==> src/rtl/lsd_pkg.sv <==
// Package: shared types and code-group constants for the line-state detector.
// Assumes 5-bit code groups arrive already aligned.
package lsd_pkg;

    localparam int SYM_W = 5;

    // Line-state code as seen at the top-level port.
    typedef enum logic [1:0] {
        LS_UNKNOWN = 2'b00,
        LS_IDLE    = 2'b01,
        LS_SUPER   = 2'b10,
        LS_ACTIVE  = 2'b11
    } lstate_t;

    // Classification of one incoming code-group pair.
    typedef enum logic [1:0] {
        PK_OTHER = 2'b00,
        PK_IDLE  = 2'b01,
        PK_SDEL  = 2'b10,
        PK_DATA  = 2'b11
    } pair_kind_t;

    localparam logic [SYM_W-1:0] CG_IDLE = 5'b11111;
    localparam logic [SYM_W-1:0] CG_J    = 5'b11000;
    localparam logic [SYM_W-1:0] CG_K    = 5'b10001;

    // True when the code group is one of the sixteen data encodings.
    function automatic logic is_data_group(input logic [SYM_W-1:0] cg);
        logic hit;
        case (cg)
            5'b11110, 5'b01001, 5'b10100, 5'b10101,
            5'b01010, 5'b01011, 5'b01110, 5'b01111,
            5'b10010, 5'b10011, 5'b10110, 5'b10111,
            5'b11010, 5'b11011, 5'b11100, 5'b11101: hit = 1'b1;
            default:                                hit = 1'b0;
        endcase
        return hit;
    endfunction

endpackage

==> src/rtl/lsd_pair_class.sv <==
// Module: lsd_pair_class
// Purely combinational sorter that labels one code-group pair as Idle,
// start delimiter, data, or other. Assumes the first group is the one
// received earlier on the line. No state; the valid strobe is not used here.
module lsd_pair_class
    import lsd_pkg::*;
#(
    parameter int W = SYM_W
) (
    input  logic [W-1:0] grp_a,
    input  logic [W-1:0] grp_b,
    output pair_kind_t   kind
);

    logic a_data;
    logic b_data;
    logic both_idle;
    logic is_sdel;

    // Per-group decode of the data alphabet.
    always_comb begin
        a_data = is_data_group(grp_a);
        b_data = is_data_group(grp_b);
    end

    // Fixed-pattern matches for the two control pairs.
    always_comb begin
        both_idle = (grp_a == CG_IDLE) && (grp_b == CG_IDLE);
        is_sdel   = (grp_a == CG_J) && (grp_b == CG_K);
    end

    // Priority select: control pairs first, then data, else other.
    always_comb begin
        if (both_idle) begin
            kind = PK_IDLE;
        end else if (is_sdel) begin
            kind = PK_SDEL;
        end else if (a_data && b_data) begin
            kind = PK_DATA;
        end else begin
            kind = PK_OTHER;
        end
    end

endmodule

==> src/rtl/lsd_idle_run.sv <==
// Module: lsd_idle_run
// Counts consecutive valid Idle pairs, saturating at RUN_MAX and clearing
// on any valid non-Idle pair. Invalid cycles leave the count alone.
// Also gives the count that will hold after this cycle, so the state
// logic can act on the same pair without an extra cycle of delay.
module lsd_idle_run
    import lsd_pkg::*;
#(
    parameter int RUN_MAX = 8,
    localparam int CNT_W  = $clog2(RUN_MAX + 1)
) (
    input  logic             clk,
    input  logic             rst_n,
    input  logic             pair_vld,
    input  pair_kind_t       kind,
    output logic [CNT_W-1:0] run_now,
    output logic [CNT_W-1:0] run_next
);

    localparam logic [CNT_W-1:0] RUN_TOP = CNT_W'(RUN_MAX);

    // Next-count rule: hold when invalid, clear on non-Idle, else step up to the top.
    always_comb begin
        if (!pair_vld) begin
            run_next = run_now;
        end else if (kind != PK_IDLE) begin
            run_next = '0;
        end else if (run_now == RUN_TOP) begin
            run_next = run_now;
        end else begin
            run_next = run_now + CNT_W'(1);
        end
    end

    // Run register with synchronous active-low reset.
    always_ff @(posedge clk) begin
        if (!rst_n) begin
            run_now <= '0;
        end else begin
            run_now <= run_next;
        end
    end

    AST_RUN_SATURATES: assert property (@(posedge clk) disable iff (!rst_n)
        run_now <= RUN_TOP);

    AST_RUN_CLEARS: assert property (@(posedge clk) disable iff (!rst_n)
        (pair_vld && kind != PK_IDLE) |=> (run_now == '0));

    AST_RUN_GAP_HOLDS: assert property (@(posedge clk) disable iff (!rst_n)
        !pair_vld |=> $stable(run_now));

endmodule

==> src/rtl/lsd_state_core.sv <==
// Module: lsd_state_core
// Line-state machine and entry-pulse generator. It uses the pair kind and
// the Idle run count for the current pair, and registers the new state and
// the entry pulses together, so a pulse always lines up with its state code.
// Assumes IDLE_MIN <= SUPER_MIN <= the counter's saturation value.
module lsd_state_core
    import lsd_pkg::*;
#(
    parameter int IDLE_MIN  = 2,
    parameter int SUPER_MIN = 8,
    parameter int CNT_W     = 4
) (
    input  logic             clk,
    input  logic             rst_n,
    input  logic             pair_vld,
    input  pair_kind_t       kind,
    input  logic [CNT_W-1:0] run_next,
    output lstate_t          state,
    output logic             idle_seen,
    output logic             pls_idle,
    output logic             pls_super,
    output logic             pls_active,
    output logic             pls_unknown
);

    localparam logic [CNT_W-1:0] IDLE_TH  = CNT_W'(IDLE_MIN);
    localparam logic [CNT_W-1:0] SUPER_TH = CNT_W'(SUPER_MIN);

    lstate_t nxt;
    logic    known_now;

    // Known means Active, Idle or Super Idle; only these may fall to Unknown.
    always_comb begin
        known_now = (state != LS_UNKNOWN);
    end

    // Next-state selection from the pair kind, the run length and the present state.
    always_comb begin
        nxt = state;
        if (pair_vld) begin
            unique case (kind)
                PK_SDEL: nxt = LS_ACTIVE;
                PK_IDLE: begin
                    if (run_next >= SUPER_TH) begin
                        nxt = LS_SUPER;
                    end else if (run_next >= IDLE_TH) begin
                        nxt = LS_IDLE;
                    end else begin
                        nxt = state;
                    end
                end
                PK_DATA: begin
                    if (state == LS_ACTIVE) begin
                        nxt = LS_ACTIVE;
                    end else if (known_now) begin
                        nxt = LS_UNKNOWN;
                    end else begin
                        nxt = state;
                    end
                end
                default: begin
                    if (known_now) begin
                        nxt = LS_UNKNOWN;
                    end else begin
                        nxt = state;
                    end
                end
            endcase
        end
    end

    // State register and entry pulses, updated together on each clock.
    always_ff @(posedge clk) begin
        if (!rst_n) begin
            state       <= LS_UNKNOWN;
            pls_idle    <= 1'b0;
            pls_super   <= 1'b0;
            pls_active  <= 1'b0;
            pls_unknown <= 1'b0;
        end else begin
            state       <= nxt;
            pls_idle    <= (nxt == LS_IDLE)    && (state != LS_IDLE) && (state != LS_SUPER);
            pls_super   <= (nxt == LS_SUPER)   && (state != LS_SUPER);
            pls_active  <= (nxt == LS_ACTIVE)  && (state != LS_ACTIVE);
            pls_unknown <= (nxt == LS_UNKNOWN) && (state != LS_UNKNOWN);
        end
    end

    // Idle flag covers both Idle states.
    always_comb begin
        idle_seen = (state == LS_IDLE) || (state == LS_SUPER);
    end

    AST_PULSE_ONEHOT: assert property (@(posedge clk) disable iff (!rst_n)
        $onehot0({pls_idle, pls_super, pls_active, pls_unknown}));

    AST_GAP_HOLDS_STATE: assert property (@(posedge clk) disable iff (!rst_n)
        !pair_vld |=> ($stable(state) && !pls_idle && !pls_super && !pls_active && !pls_unknown));

    AST_UNKNOWN_FROM_KNOWN: assert property (@(posedge clk) disable iff (!rst_n)
        (pair_vld && kind == PK_OTHER && known_now) |=> (pls_unknown && state == LS_UNKNOWN));

    AST_ACTIVE_ON_SDEL: assert property (@(posedge clk) disable iff (!rst_n)
        (pair_vld && kind == PK_SDEL) |=> (state == LS_ACTIVE));

    AST_UNKNOWN_STICKS: assert property (@(posedge clk) disable iff (!rst_n)
        (pair_vld && state == LS_UNKNOWN && (kind == PK_DATA || kind == PK_OTHER)) |=> (state == LS_UNKNOWN && !pls_unknown));

endmodule

==> src/rtl/fddi_line_state_det.sv <==
// Module: fddi_line_state_det
// Top level of the receive line-state detector. Wires the pair classifier,
// the Idle run counter and the state machine. Assumes one aligned pair per
// clock when pair_vld is high; the outputs are registered.
module fddi_line_state_det
    import lsd_pkg::*;
#(
    parameter int IDLE_MIN  = 2,
    parameter int SUPER_MIN = 8
) (
    input  logic       clk,
    input  logic       rst_n,
    input  logic       pair_vld,
    input  logic [4:0] sym_first,
    input  logic [4:0] sym_second,
    output logic [1:0] line_state,
    output logic       idle_seen,
    output logic       enter_idle,
    output logic       enter_super,
    output logic       enter_active,
    output logic       enter_unknown
);

    localparam int CNT_W = $clog2(SUPER_MIN + 1);

    pair_kind_t       kind;
    logic [CNT_W-1:0] run_now;
    logic [CNT_W-1:0] run_next;
    lstate_t          state;

    lsd_pair_class #(.W(SYM_W)) u_class (
        .grp_a (sym_first),
        .grp_b (sym_second),
        .kind  (kind)
    );

    lsd_idle_run #(.RUN_MAX(SUPER_MIN)) u_run (
        .clk      (clk),
        .rst_n    (rst_n),
        .pair_vld (pair_vld),
        .kind     (kind),
        .run_now  (run_now),
        .run_next (run_next)
    );

    lsd_state_core #(
        .IDLE_MIN  (IDLE_MIN),
        .SUPER_MIN (SUPER_MIN),
        .CNT_W     (CNT_W)
    ) u_core (
        .clk         (clk),
        .rst_n       (rst_n),
        .pair_vld    (pair_vld),
        .kind        (kind),
        .run_next    (run_next),
        .state       (state),
        .idle_seen   (idle_seen),
        .pls_idle    (enter_idle),
        .pls_super   (enter_super),
        .pls_active  (enter_active),
        .pls_unknown (enter_unknown)
    );

    // Export the state enum as a plain port code.
    always_comb begin
        line_state = state;
    end

    AST_SUPER_NEEDS_RUN: assert property (@(posedge clk) disable iff (!rst_n)
        (state == LS_SUPER) |-> (run_now >= CNT_W'(SUPER_MIN)));

    AST_IDLE_NEEDS_RUN: assert property (@(posedge clk) disable iff (!rst_n)
        (state == LS_IDLE) |-> (run_now >= CNT_W'(IDLE_MIN)));

endmodule

==> config.mk <==
export PLATFORM = sky130hd
export DESIGN_NAME = fddi_line_state_det
export DESIGN_NICKNAME = d
export VERILOG_FILES = /design/src/rtl/lsd_pkg.sv /design/src/rtl/lsd_pair_class.sv /design/src/rtl/lsd_idle_run.sv /design/src/rtl/lsd_state_core.sv /design/src/rtl/fddi_line_state_det.sv
export SDC_FILE = /design/constraint.sdc
export NUM_CORES = 1
export LEC_CHECK = 0
export ABC_AREA = 1
export BUFFER_PORTS_ARGS = -buffer_cell sky130_fd_sc_hd__buf_2
export CORE_MARGIN = 2
export CORE_UTILIZATION = 40
export CTS_CLUSTER_DIAMETER = 30
export CTS_CLUSTER_SIZE = 30
export DETAILED_ROUTE_END_ITERATION = 12
export SYNTH_ARGS = -nofsm -noshare
export SYNTH_HDL_FRONTEND = slang
export SYNTH_HIERARCHICAL = 1
export SYNTH_SLANG_ARGS = --single-unit
==> constraint.sdc <==
create_clock -name clk -period 4.6 [get_ports clk]
set_input_delay 0.23 -clock clk [delete_from_list [all_inputs] [get_ports clk]]
set_output_delay 0.23 -clock clk [all_outputs]
set_load 0.02 [all_outputs]
; Word level (Yosys, flattened, before mapping)
; Memories as Yosys holds them, arrays and structs flattened.
; Cells that the tools add are included.
[op_classes]
n_eq_ne = 18
add_sub_neg = 1
n_reduce_logical = 11
order_cmp = 2
muxes = 12
[op_table]
columns = cell, n
row1 = 5-bit equality test (second input constant), 4
row2 = 2-bit two-way mux, 8
row3 = 2-bit equality test (second input constant), 6
row4 = 4-bit two-way mux, 3
row5 = 1-bit logical AND, 8
row6 = 2-bit by 1-bit equality test with 1-bit output (second input constant), 3
row7 = 2-bit one-hot mux with 3 select lines, 1
row8 = 4-bit by 1-bit adder with 4-bit output (second input constant), 1
row9 = 4-bit equality test (second input constant), 1
row10 = 4-bit by 2-bit >= comparator with 1-bit output (second input constant), 1
row11 = 4-bit >= comparator (second input constant), 1
row12 = 2-bit by 1-bit inequality test with 1-bit output (second input constant), 2
row13 = 2-bit inequality test (second input constant), 2
row14 = 2-bit zero test, 1
row15 = 2-bit nonzero test, 1
row16 = 1-bit logical OR, 1
[totals]
output_inout_bits = 7
ff_bits = 10
memories = 2
romBits = 64
[memory_table]
columns = name, depth, width, read_ports, rd_ports_with_merged_regs, wr, line
row1 = (no name shown), 32, 1, 1, 0, 0, lsd_pkg.sv:30  ; case (cg)
row2 = (no name shown), 32, 1, 1, 0, 0, lsd_pkg.sv:30

; Logic depth before layout (Yosys ltp)
; Gate-level depths: netlist of run 1.
; An unclocked memory read counts as a cell.
[logic_depth]
ltp_word = 16
depth_mapped = 18
ltp_nobuf = 18

; Cells and area by module
; Netlist of run 1, hierarchy kept.
[modules_own_cells]
columns = mod, cells_each, area_each_um2, instances
row1 = lsd_state_core, 63, 405.4, 1
row2 = lsd_idle_run, 38, 259.0, 1
row3 = lsd_pair_class, 45, 173.9, 1

; Worst setup path before layout of run 1
; OpenSTA, ideal clock, no wires.
[synth_path]
path_kind = input port to flip-flop
from = input sym_first[2]
to = register u_core.pls_active
slack_ns = 2.953
required_time_ns = 4.538
arrival_time_ns = 1.585
path_buffers = 0
path_stages = 17
cell_sequence = nor2_1 -> nand2_1 -> nand3_1 -> nand2_1 -> nand2_1 -> nand2_1 -> inv_1 -> nor2_1 -> a21oi_1 -> nor2_1 -> nor2_1 -> nand3_1 -> nand2_1 -> nand2_2 -> nand2_2 -> nand2_2 -> nor2_2
[synth_between]
elab_chain_len = 15
elab_cells_between_ends = 23
[synth_rtl]
columns = item, line
row1 = "start, declared", fddi_line_state_det.sv:14  ; input logic [4:0] sym_first,
row2 = memory read 32 x 1 bit, n/a
row3 = 1-bit logical AND, lsd_pair_class.sv:38  ; end else if (a_data && b_data) begin
row4 = 2-bit two-way mux, lsd_pair_class.sv:38
row5 = 2-bit two-way mux, lsd_pair_class.sv:36  ; end else if (is_sdel) begin
row6 = 2-bit two-way mux *, lsd_pair_class.sv:34  ; if (both_idle) begin
row7 = via kind[0], fddi_line_state_det.sv:26  ; pair_kind_t kind;
row8 = 2-bit by 1-bit inequality test with 1-bit output *, lsd_idle_run.sv:26  ; end else if (kind != PK_IDLE) begin
row9 = 4-bit two-way mux *, lsd_idle_run.sv:26
row10 = 4-bit two-way mux *, lsd_idle_run.sv:24  ; if (!pair_vld) begin
row11 = via run_next[2], fddi_line_state_det.sv:28  ; logic [CNT_W-1:0] run_next;
row12 = 4-bit by 2-bit >= comparator with 1-bit output, lsd_state_core.sv:46  ; end else if (run_next >= IDLE_TH) begin
row13 = 2-bit two-way mux, lsd_state_core.sv:46
row14 = 2-bit two-way mux *, lsd_state_core.sv:44  ; if (run_next >= SUPER_TH) begin
row15 = 2-bit one-hot mux with 3 select lines *, lsd_state_core.sv:41  ; unique case (kind)
row16 = 2-bit two-way mux *, lsd_state_core.sv:40  ; if (pair_vld) begin
row17 = 2-bit equality test *, lsd_state_core.sv:84  ; pls_active <= (nxt == LS_ACTIVE) && (state != LS_ACTIVE);
row18 = 1-bit logical AND *, lsd_state_core.sv:84
row19 = "end signal, assigned", lsd_state_core.sv:84
row20 = "end, declared", lsd_state_core.sv:22  ; output logic pls_active,
; The timed path passes the listed nets; every way through them passes the cells marked *.
; A chain may end at the register's enable or synchronous reset.

; Final worst setup path of run 1
; Same ends and word-level chain as after synthesis.

==> results.md, run 1 <==
* Run status: finished clean
* Largest net degree at the start of global routing at 13
* RSZ-0062 raised after global routing: false
* Fin crit period at 1730 ps
* Post-Route WL at 1718 um
* Area grow syn2layout at 19.79%
* CP Max Fanout at 6
* Mapped Area at 834.6 um2
* Tightest Pin Transition at 261.5 ps
* Req. time, crit path at 4810 ps
* Syn Nets at 164
* Die ar. at 2468 um2
* Post-Place Cells at 191
* Die X at 49.68 um
* TritonCTS clock tree: built
* CORE AREA at 1962 um2
* Remaining global-route overflow at 0
* Clock buffer count from CTS at 3
* DRC viols at 0
* Post-CTS resize count at 0
* Via count at 882
* Number of global-route vias before repair at 775
* # hold bufs at CTS at 0
* Fin crit share at 37.61%
* Hold Vio Cnt, Final at 0
* FP Rows at 16
* N_diodes at 0
* GP Congestion at 0.7890
* P_leak at 0.0005875 uW
* Max Freq at 0.5780 GHz
* Detail Placement HPWL at 1346 um
* GRT Total Usage at 15.18%
* Number of vias per cell at 4.523
* Switching Share at 32.23%
* Commonest non-fill, non-tap cell in the layout: nand2_1
* Initial cell density of the core at 42.54%
* Power Density at 242.9 nW/um2
* Final ANT Viol Nets at 0
* Most frequent cells in the layout: nand2_1, inv_1, nor2_1
* Clk pwr share at 31.8%
* First-pass iteration count of the detailed router at 4
* Syn Inst Count at 145
* Max_cap viols at 0
* Flop pwr share at 39.4%
* CP Capture Type: register
* DRT iter0 DRCs at 28
* Die Ht at 49.68 um
* Root buffer cell: clkbuf_4
* Count of final max-slew check failures at 0
* Initial antenna violation count at 0
* I/O pins at 20
* Clk sink count at 10
* CTS HTree Levels at 1
* Critical Path AT at 1940 ps
* Slew HR at 82.54%
* # nets final at 188
* Int Power at 164.5 uW
* Setup Skew at 7.742 ps
* Comb power frac at 28.8%
* Clock-pin slew on the worst setup and hold paths at 70 ps
* First-pass GRT wire length at 3056 um
* Fill cells at 223
* # setup viols final at 0
* Maximum buffer depth of the clock tree at 2
* WL per Instance at 8.810 um
* Setup TNS at 0 ps
* VDD IR max at 0.0002253 V
* Postcts setup bufs at 0
* Sw Pwr at 78.25 uW
* Nature of the critical path startpoint: primary input
* Cell Count, Final, Fillers Out at 195
* Clock Latency Late Sink at 260 ps
* Port buffer count at 19
* Worst Hold Class: in -> reg
* Crit path kind: in -> reg
* Layout cells sized above 1 at 19.05%
* Mapped Avg Cell Area at 5.756 um2
* Synth Warn # at 6
[layout make-up]
| cell class | count | area (um2) | area share, % |
|---|---|---|---|
| sequential | 10 | 200.2 | 20.03 |
| timing repair buffer | 19 | 95.09 | 9.512 |
| inverter | 29 | 108.9 | 10.89 |
| clock buffer | 4 | 36.28 | 3.630 |
| tap | 27 | 33.78 | 3.379 |
| multi-input combinational | 106 | 525.5 | 52.57 |
[flip-flops by register name, summed over array words and instances (netlist names)]
signal,count
u_core/pls_active,1
u_run/run_now,4
u_core/pls_super,1
u_core/pls_idle,1
u_core/pls_unknown,1
u_core/state,2
[per-layer routing]
| layer | vias up | share of wire (%) | GRT usage [%] |
|---|---|---|---|
| li1 | 481 | - | - |
| met1 | 382 | 49 | 19.03 |
| met2 | 19 | 46 | 26.89 |
| met3 | 0 | 4.7 | 4.848 |
| met4 | 0 | 0 | 0 |
| met5 | - | 0 | 0 |
[path summary, 6_finish.rpt]
path                                  startpoint                 to  slack, ps  depth (start not counted)
worst max-delay path                sym_first[2]  u_core/pls_active       2870                         18
worst min register to register  u_run/run_now[1]   u_run/run_now[1]        530                          2
worst max register to register  u_run/run_now[0]  u_core/pls_active       2960                         12
worst min-delay path                       rst_n    u_core/state[1]        230                          3
[stage by stage]
stage               setup slack (ps)  power [uW]  hold WS [ps]  util (%)  cell area [um2]
global placement                2640       166.2         507.2     49.11            963.4
global route                    2619       260.0         252.7     50.96            999.7
CTS                             2862       244.8         226.6     50.96            999.7
detailed placement              2601       166.9         498.5     49.11            963.4
floorplan                       2953       145.6         340.6         -            834.6
finish                          2870       242.8         227.5     50.96            999.7
[worst max-delay path, cell delays in order]
cell and delay (ps):
buf_2 120, nor2_1 140, nand2_1 70, nand3_1 70, nand2_1 50, nand2_1 70
nand2_1 120, inv_1 100, nor2_1 50, a21oi_1 230, nor2_1 60, nor2_1 140
nand3_1 80, nand2_1 90, nand2_2 80, nand2_2 80, nand2_2 60, nor2_2 90
[power groups by stage]
| stage | clock [uW] | combinational (uW) | sequential, uW |
|---|---|---|---|
| 2_1_floorplan | 0 | 43.5 | 102 |
| 3_3_place_gp | 0 | 68.7 | 97.5 |
| 3_5_place_dp | 0 | 69.3 | 97.6 |
| 4_1_cts | 79.3 | 69.8 | 95.6 |
| 5_1_grt | 84.0 | 79.9 | 96.2 |
| 6_report | 77.3 | 69.9 | 95.6 |
Power figures use the tool's default switching activity.
==> inputs of run 2 (changes only) <==
==> constraint.sdc (replaced) <==
create_clock -name clk -period 1.7 [get_ports clk]
set_input_delay 0.085 -clock clk [delete_from_list [all_inputs] [get_ports clk]]
set_output_delay 0.085 -clock clk [all_outputs]
set_load 0.02 [all_outputs]
==> run 2 against run 1 <==
- global-route usage is 0.37 points higher
- register-to-register slack worse by 2800 ps
- cell count is 2.6% higher
- clock power rose to 2.6 times the previous value
- die area unchanged
- clock skew is 6.2 ps lower
- non-clock buffer count increased by 5
==> results.md, run 2 (same netlist as run 1, synthesis figures left out) <==
* Run status: finished clean (unchanged)
* R2r setup slk at 130 ps (was 2960 ps)
* Count of final max-slew check failures at 0 (unchanged)
* Final hold slack at 122.7 ps (was 227.5 ps)
* Grt met1 use at 18.25% (was 19.03%)
* # nets final at 193 (was 188)
* Critical-path cell list: inv_1 > ha_1 > nand3_2 > a21oi_2 > nor2_1 > nor2_1 > nand2_1 > o21ai_1 > nand2_1 > nand3_1 > nor2_2 (was buf_2 > nor2_1 > nand2_1 > nand3_1 > nand2_1 > nand2_1 > nand2_1 > inv_1 > nor2_1 > a21oi_1 > nor2_1 > nor2_1 > nand3_1 > nand2_1 > nand2_2 > nand2_2 > nand2_2 > nor2_2)
* Die Ht at 49.68 um (unchanged)
* Worst path top cell family by delay: simple AND/OR/NAND/NOR gates (unchanged)
* FF-to-FF Start: u_run/run_now[0] (unchanged)
* Tightest Pin Transition at 263.0 ps (was 261.5 ps)
* Worst Hold Class: in -> reg (unchanged)
* Largest register by flop count: u_run/run_now (unchanged)
* Overall Power at 669.5 uW (was 242.8 uW)
* GRT Total Usage at 15.56% (was 15.18%)
* Remaining global-route overflow at 0 (unchanged)
* Fill cells at 217 (was 223)
* # hold bufs at CTS at 0 (unchanged)
* TritonCTS clock tree: built (unchanged)
* Hold path endpoint: u_core/state[0] (was u_core/state[1])
* Max Freq at 0.6389 GHz
* Cell Count, Final, Fillers Out at 200 (was 195)
* CTS HTree Levels at 1 (unchanged)
* Root buffer cell: clkbuf_4 (unchanged)
* Detail Placement HPWL at 1412 um (was 1346 um)
* Worst hold stages at 3 (unchanged)
* Grt peak-use layer: met2 (unchanged)
* RSZ-0062 raised after global routing: true (was false)
* N_diodes at 0 (unchanged)
* Reg2reg path depth at 11 (was 12)
* Die X at 49.68 um (unchanged)
* Number of global-route vias before repair at 802 (was 775)
* Maximum buffer depth of the clock tree at 2 (unchanged)
* Hold Vio Cnt, Final at 0 (unchanged)
* Crit path buffers/inverters at 1 (was 2)
* Max_cap viols at 0 (unchanged)
* FP Rows at 16 (unchanged)
* Crit path kind: reg -> reg (was in -> reg)
* GRT met3 Usage at 5.758% (was 4.848%)
* Largest register FFs at 4 (unchanged)
* DRC viols at 0 (unchanged)
* Final ANT Viol Nets at 0 (unchanged)
* First-pass iteration count of the detailed router at 4 (unchanged)
* I/O pins at 20 (unchanged)
* # setup viols final at 0 (unchanged)
* Largest net degree at the start of global routing at 13 (unchanged)
* Fin crit share at 92.06%
* Clock buffer count from CTS at 3 (unchanged)
* Fin crit period at 1565 ps
* Clock Latency Late Sink at 260 ps (about the same)
* First-pass GRT wire length at 3049 um (was 3056 um)
* Initial cell density of the core at 42.54% (unchanged)
* Critical Path Slowest Stage Cell: dfxtp_2 (was a21oi_1)
* Setup Skew at 1.570 ps (was 7.742 ps)
* Power Density at 624.3 nW/um2 (was 242.9 nW/um2)
* Reg2reg end: u_core/pls_active (unchanged)
* VDD IR max at 0.0007296 V (was 0.0002253 V)
* Initial antenna violation count at 0 (unchanged)
* Nature of the critical path startpoint: register (was primary input)
* Critical Path AT at 1720 ps (was 1940 ps)
* Die ar. at 2468 um2 (unchanged)
* Clock-pin slew on the worst setup and hold paths at 60 ps (was 70 ps)
* Req. time, crit path at 1860 ps (was 4810 ps)
* GP Congestion at 0.8121 (was 0.7890)
* Port buffer count at 19 (unchanged)
* DRT iter0 DRCs at 13 (was 28)
* CP Capture Type: register (unchanged)
* Layout cells sized above 1 at 27.17% (was 19.05%)
* CP Max Fanout at 4 (was 6)
* GR Util met2 at 26.44% (was 26.89%)
* Hold_sp: rst_n (unchanged)
* Post-Place Cells at 194 (was 191)
* Area grow syn2layout at 28.49% (was 19.79%)
* Biggest regs: u_run/run_now: 4 flops, u_core/state: 2 flops (unchanged)
* CP max stage delay at 340 ps (was 230 ps)
* Slew HR at 82.44% (was 82.54%)
* Commonest non-fill, non-tap cell in the layout: nand2_1 (unchanged)
* CORE AREA at 1962 um2 (unchanged)
* Clk sink count at 10 (unchanged)
* P_leak at 0.0006165 uW (was 0.0005875 uW)
* Most frequent cells in the layout: nand2_1, inv_1, nor2_1 (unchanged)
* Via count at 892 (was 882)
* WL per Instance at 9.055 um (was 8.810 um)
* Number of vias per cell at 4.460 (was 4.523)
* Post-Route WL at 1811 um (was 1718 um)
## run 2: changes by cell type in the layout (fill, tap and decap cells not counted), moves of 3 or more
cell     delta
nand3_1     -3
dfxtp_2     +3
buf_4       +5
dfxtp_1     -3
nand3_2     +3
## run 2: worst max-delay path by stage
stage / endpoint / cells past startpoint / slack [ps] / from
after floorplan: u_core/pls_active / 17 / 200 / sym_first[2]
after global placement: u_core/pls_active / 17 / 20 / sym_first[2]
after detailed placement: u_core/pls_idle / 17 / -30 / sym_first[2]
after CTS: u_core/pls_idle / 11 / 50 / u_run/run_now[0]
after global routing: u_core/pls_unknown / 12 / -20 / u_run/run_now[0]
final: u_core/pls_active / 11 / 130 / u_run/run_now[0]
## run 2: final cells by class
cell class | count | area [um2] | share of cell area [%]
Clock buffer | 4 | 36.28 | 3.384
Inverter | 29 | 108.9 | 10.15
Multi-Input combinational cell | 106 | 556.8 | 51.93
Sequential cell | 10 | 203.9 | 19.02
Tap cell | 27 | 33.78 | 3.151
Timing Repair Buffer | 24 | 132.6 | 12.37
## run 2: per-layer routing
metal	share of wire (%)	up-vias
met5	0	-
met4	0.88	0
met3	4.1	2
met2	49	18
met1	46	384
li1	-	488
## run 2: repair_timing
action	in CTS	in global routing
resized for setup	0	10
buffers inserted	0	2
hold endpoints to repair	0	0
setup endpoints to repair	0	6
## run 2: power by group
group / switching [uW] / leakage [uW] / internal (uW)
combinational: 128 / 0.000513 / 79.3
sequential: 11.4 / 0.0000829 / 248
clock: 73.7 / 0.0000210 / 130
## run 2: worst min-delay path, delay by kind of cell
family	cells	cell delay (ps)
buf+inv	2	170
simple gates	1	80
## run 2: metrics by stage
stage	setup slack [ps]	util (%)	TNS [ps]	cell area, um2
detailed placement	-25.86	50.26	-75.46	985.9
global route	-24.85	54.66	-51.49	1072
finish	134.9	54.66	0	1072
floorplan	197.8	-	0	834.6
global placement	17.29	50.26	0	985.9
CTS	53.33	52.10	0	1022
==> inputs of run 3 (changes only) <==
--- a/config.mk
+++ b/config.mk
@@ -7,11 +7,12 @@
 export LEC_CHECK = 0
 export ABC_AREA = 1
 export BUFFER_PORTS_ARGS = -buffer_cell sky130_fd_sc_hd__buf_2
-export CORE_MARGIN = 2
+export CORE_MARGIN = 1.5
 export CORE_UTILIZATION = 40
 export CTS_CLUSTER_DIAMETER = 30
 export CTS_CLUSTER_SIZE = 30
 export DETAILED_ROUTE_END_ITERATION = 12
+export RECOVER_POWER = 25
 export SYNTH_ARGS = -nofsm -noshare
 export SYNTH_HDL_FRONTEND = slang
 export SYNTH_HIERARCHICAL = 1
==> run 3 against run 2 <==
- die area down 4.0%
- sequential share of layout area is essentially flat
- clock power grew 3%
- first-iteration DRC count increased by 54%
- critical endpoint unchanged
- sequential cell count is the same
- final area is 0.23% lower
- sequential power is essentially flat
- core utilization shrank 0.13 points
- clock skew up 2.8 ps
==> results.md, run 3 (same netlist as run 1, synthesis figures left out) <==
* Run status: finished clean (unchanged)
* Maximum buffer depth of the clock tree at 2 (unchanged)
* Final hold slack at 103.0 ps (was 122.7 ps)
* P_leak at 0.0006058 uW (was 0.0006165 uW)
* CP max stage delay at 360 ps (was 340 ps)
* Nature of the critical path startpoint: register (unchanged)
* Placed cell area at 985.9 um2 (unchanged)
* I/O pins at 20 (unchanged)
* Critical Path Slowest Stage Cell: dfxtp_4 (was dfxtp_2)
* Worst Hold Class: in -> reg (unchanged)
* DRT iter0 DRCs at 20 (was 13)
* CTS HTree Levels at 1 (unchanged)
* Worst path top cell family by delay: simple AND/OR/NAND/NOR gates (unchanged)
* Die Ht at 48.68 um (was 49.68 um)
* Post-Place Cells at 194 (unchanged)
* Max Freq at 0.6315 GHz (was 0.6389 GHz)
* First-pass iteration count of the detailed router at 4 (unchanged)
* Via count at 887 (was 892)
* Final Cell Area at 1070 um2 (was 1072 um2)
* Clock-pin slew on the worst setup and hold paths at 70 ps (was 60 ps)
* Biggest regs: u_run/run_now: 4 flops, u_core/state: 2 flops (unchanged)
* # hold bufs at CTS at 0 (unchanged)
* Setup TNS at 0 ps (unchanged)
* Clock Latency Late Sink at 260 ps (about the same)
* Post-Route WL at 1878 um (was 1811 um)
* TritonCTS clock tree: built (unchanged)
* Clock buffer count from CTS at 3 (unchanged)
* Port buffer count at 19 (unchanged)
* Clk sink count at 10 (unchanged)
* CP Max Fanout at 4 (unchanged)
* CORE AREA at 1962 um2 (unchanged)
* Critical Path AT at 1780 ps (was 1720 ps)
* Slew HR at 82.50% (was 82.44%)
* DRC viols at 0 (unchanged)
* Number of vias per cell at 4.435 (was 4.460)
* # setup viols final at 0 (unchanged)
* Detail Placement HPWL at 1462 um (was 1412 um)
* Largest net degree at the start of global routing at 13 (unchanged)
* Die ar. at 2369 um2 (was 2468 um2)
* Layout cells sized above 1 at 24.86% (was 27.17%)
* Number of global-route vias before repair at 816 (was 802)
* Fin crit share at 93.15% (was 92.06%)
* Hold Vio Cnt, Final at 0 (unchanged)
* Power Density at 631.6 nW/um2 (was 624.3 nW/um2)
* N_diodes at 0 (unchanged)
* Critical-path cell list: inv_2 > ha_2 > nand3_2 > a21oi_2 > nor2_1 > nor2_1 > nand3_1 > nand2_1 > nand2_2 > nand2_2 > nand2_2 > nor2_2 (was inv_1 > ha_1 > nand3_2 > a21oi_2 > nor2_1 > nor2_1 > nand2_1 > o21ai_1 > nand2_1 > nand3_1 > nor2_2)
* Max_cap viols at 0 (unchanged)
* Die X at 48.68 um (was 49.68 um)
* Crit path top cell by count: nand2_2
* Commonest non-fill, non-tap cell in the layout: nand2_1 (unchanged)
* Cell Count, Final, Fillers Out at 200 (unchanged)
* # nets final at 193 (unchanged)
* Remaining global-route overflow at 0 (unchanged)
* Final WS setup at 116.4 ps (was 134.9 ps)
* Crit path buffers/inverters at 1 (unchanged)
* Tightest Pin Transition at 262.1 ps (was 263.0 ps)
* Final ANT Viol Nets at 0 (unchanged)
* Largest register by flop count: u_run/run_now (unchanged)
* Most frequent cells in the layout: nand2_1, inv_1, nor2_1 (unchanged)
* Largest register FFs at 4 (unchanged)
* VDD IR max at 0.0005587 V (was 0.0007296 V)
* Crit path kind: reg -> reg (unchanged)
* Initial cell density of the core at 42.54% (unchanged)
* GRT Total Usage at 16.81% (was 15.56%)
* Initial antenna violation count at 0 (unchanged)
* FP Rows at 16 (unchanged)
* Area grow syn2layout at 28.19% (was 28.49%)
* Root buffer cell: clkbuf_4 (unchanged)
* CP Capture Type: register (unchanged)
* Fin crit period at 1584 ps (was 1565 ps)
* GP Congestion at 0.7886 (was 0.8121)
* WL per Instance at 9.390 um (was 9.055 um)
* First-pass GRT wire length at 3201 um (was 3049 um)
* Req. time, crit path at 1900 ps (was 1860 ps)
* Count of final max-slew check failures at 0 (unchanged)
* Setup WS pre-CTS at -35.45 ps (was -25.86 ps)
* Setup Skew at 4.322 ps (was 1.570 ps)
-- run 3: changes by cell type in the layout (fill, tap and decap cells not counted), sizes merged --
| cell | change |
|---|---|
| buf | -3 |
| clkbuf | +3 |
-- run 3: per-layer routing --
layer  wire, um  vias up  part of all wire, %  track usage (%)
met5          0        -                    0                0
met4          7        0                 0.37            1.429
met3         91        2                  4.8            4.938
met2        906       19                   48            29.45
met1        873      377                   46            21.11
li1           -      489                    -                -
-- run 3: what timing repair did --
item	CTS	global route
endpoints found under the setup margin	0	6
gates resized for setup	0	10
setup buffers	0	2
-- run 3: worst paths after layout --
check,from,to,slack (ps),cells after the start
worst max register to register,u_run/run_now[0],u_core/pls_active,120,12
worst min-delay path,rst_n,u_core/state[1],100,3
worst max-delay path,u_run/run_now[0],u_core/pls_active,120,12
worst min register to register,u_run/run_now[1],u_run/run_now[1],550,2
-- run 3: final cells by class --
| type | count | area [um2] |
|---|---|---|
| multi-input combinational | 106 | 558.0 |
| tap | 27 | 33.78 |
| clock buffer | 4 | 36.28 |
| inverter | 29 | 108.9 |
| sequential | 10 | 203.9 |
| timing repair buffer | 24 | 128.9 |
| fill | 235 | 892.1 |
-- run 3: power by group --
group | total [uW] | internal, uW | leakage, uW | switching [uW]
logic | 206 | 78.8 | 0.000503 | 127
clock network | 210 | 130 | 0.0000210 | 79.9
registers | 260 | 247 | 0.0000822 | 12.5
total | 676 | 456 | 0.000606 | 220
-- run 3: worst reg2reg max path, cell delays in order, from the launching register on --
cell	delay (ps)
dfxtp_4	360
inv_2	60
ha_2	170
nand3_2	100
a21oi_2	170
nor2_1	60
nor2_1	120
nand3_1	90
nand2_1	90
nand2_2	80
nand2_2	80
nand2_2	60
nor2_2	100
-- run 3: through the flow --
stage | total power (uW) | utilization [%]
3_5_place_dp | 461.8 | 50.26
2_1_floorplan | 394.0 | -
3_3_place_gp | 458.9 | 50.26
4_1_cts | 676.6 | 52.10
6_report | 675.7 | 54.53
5_1_grt | 728.0 | 54.53
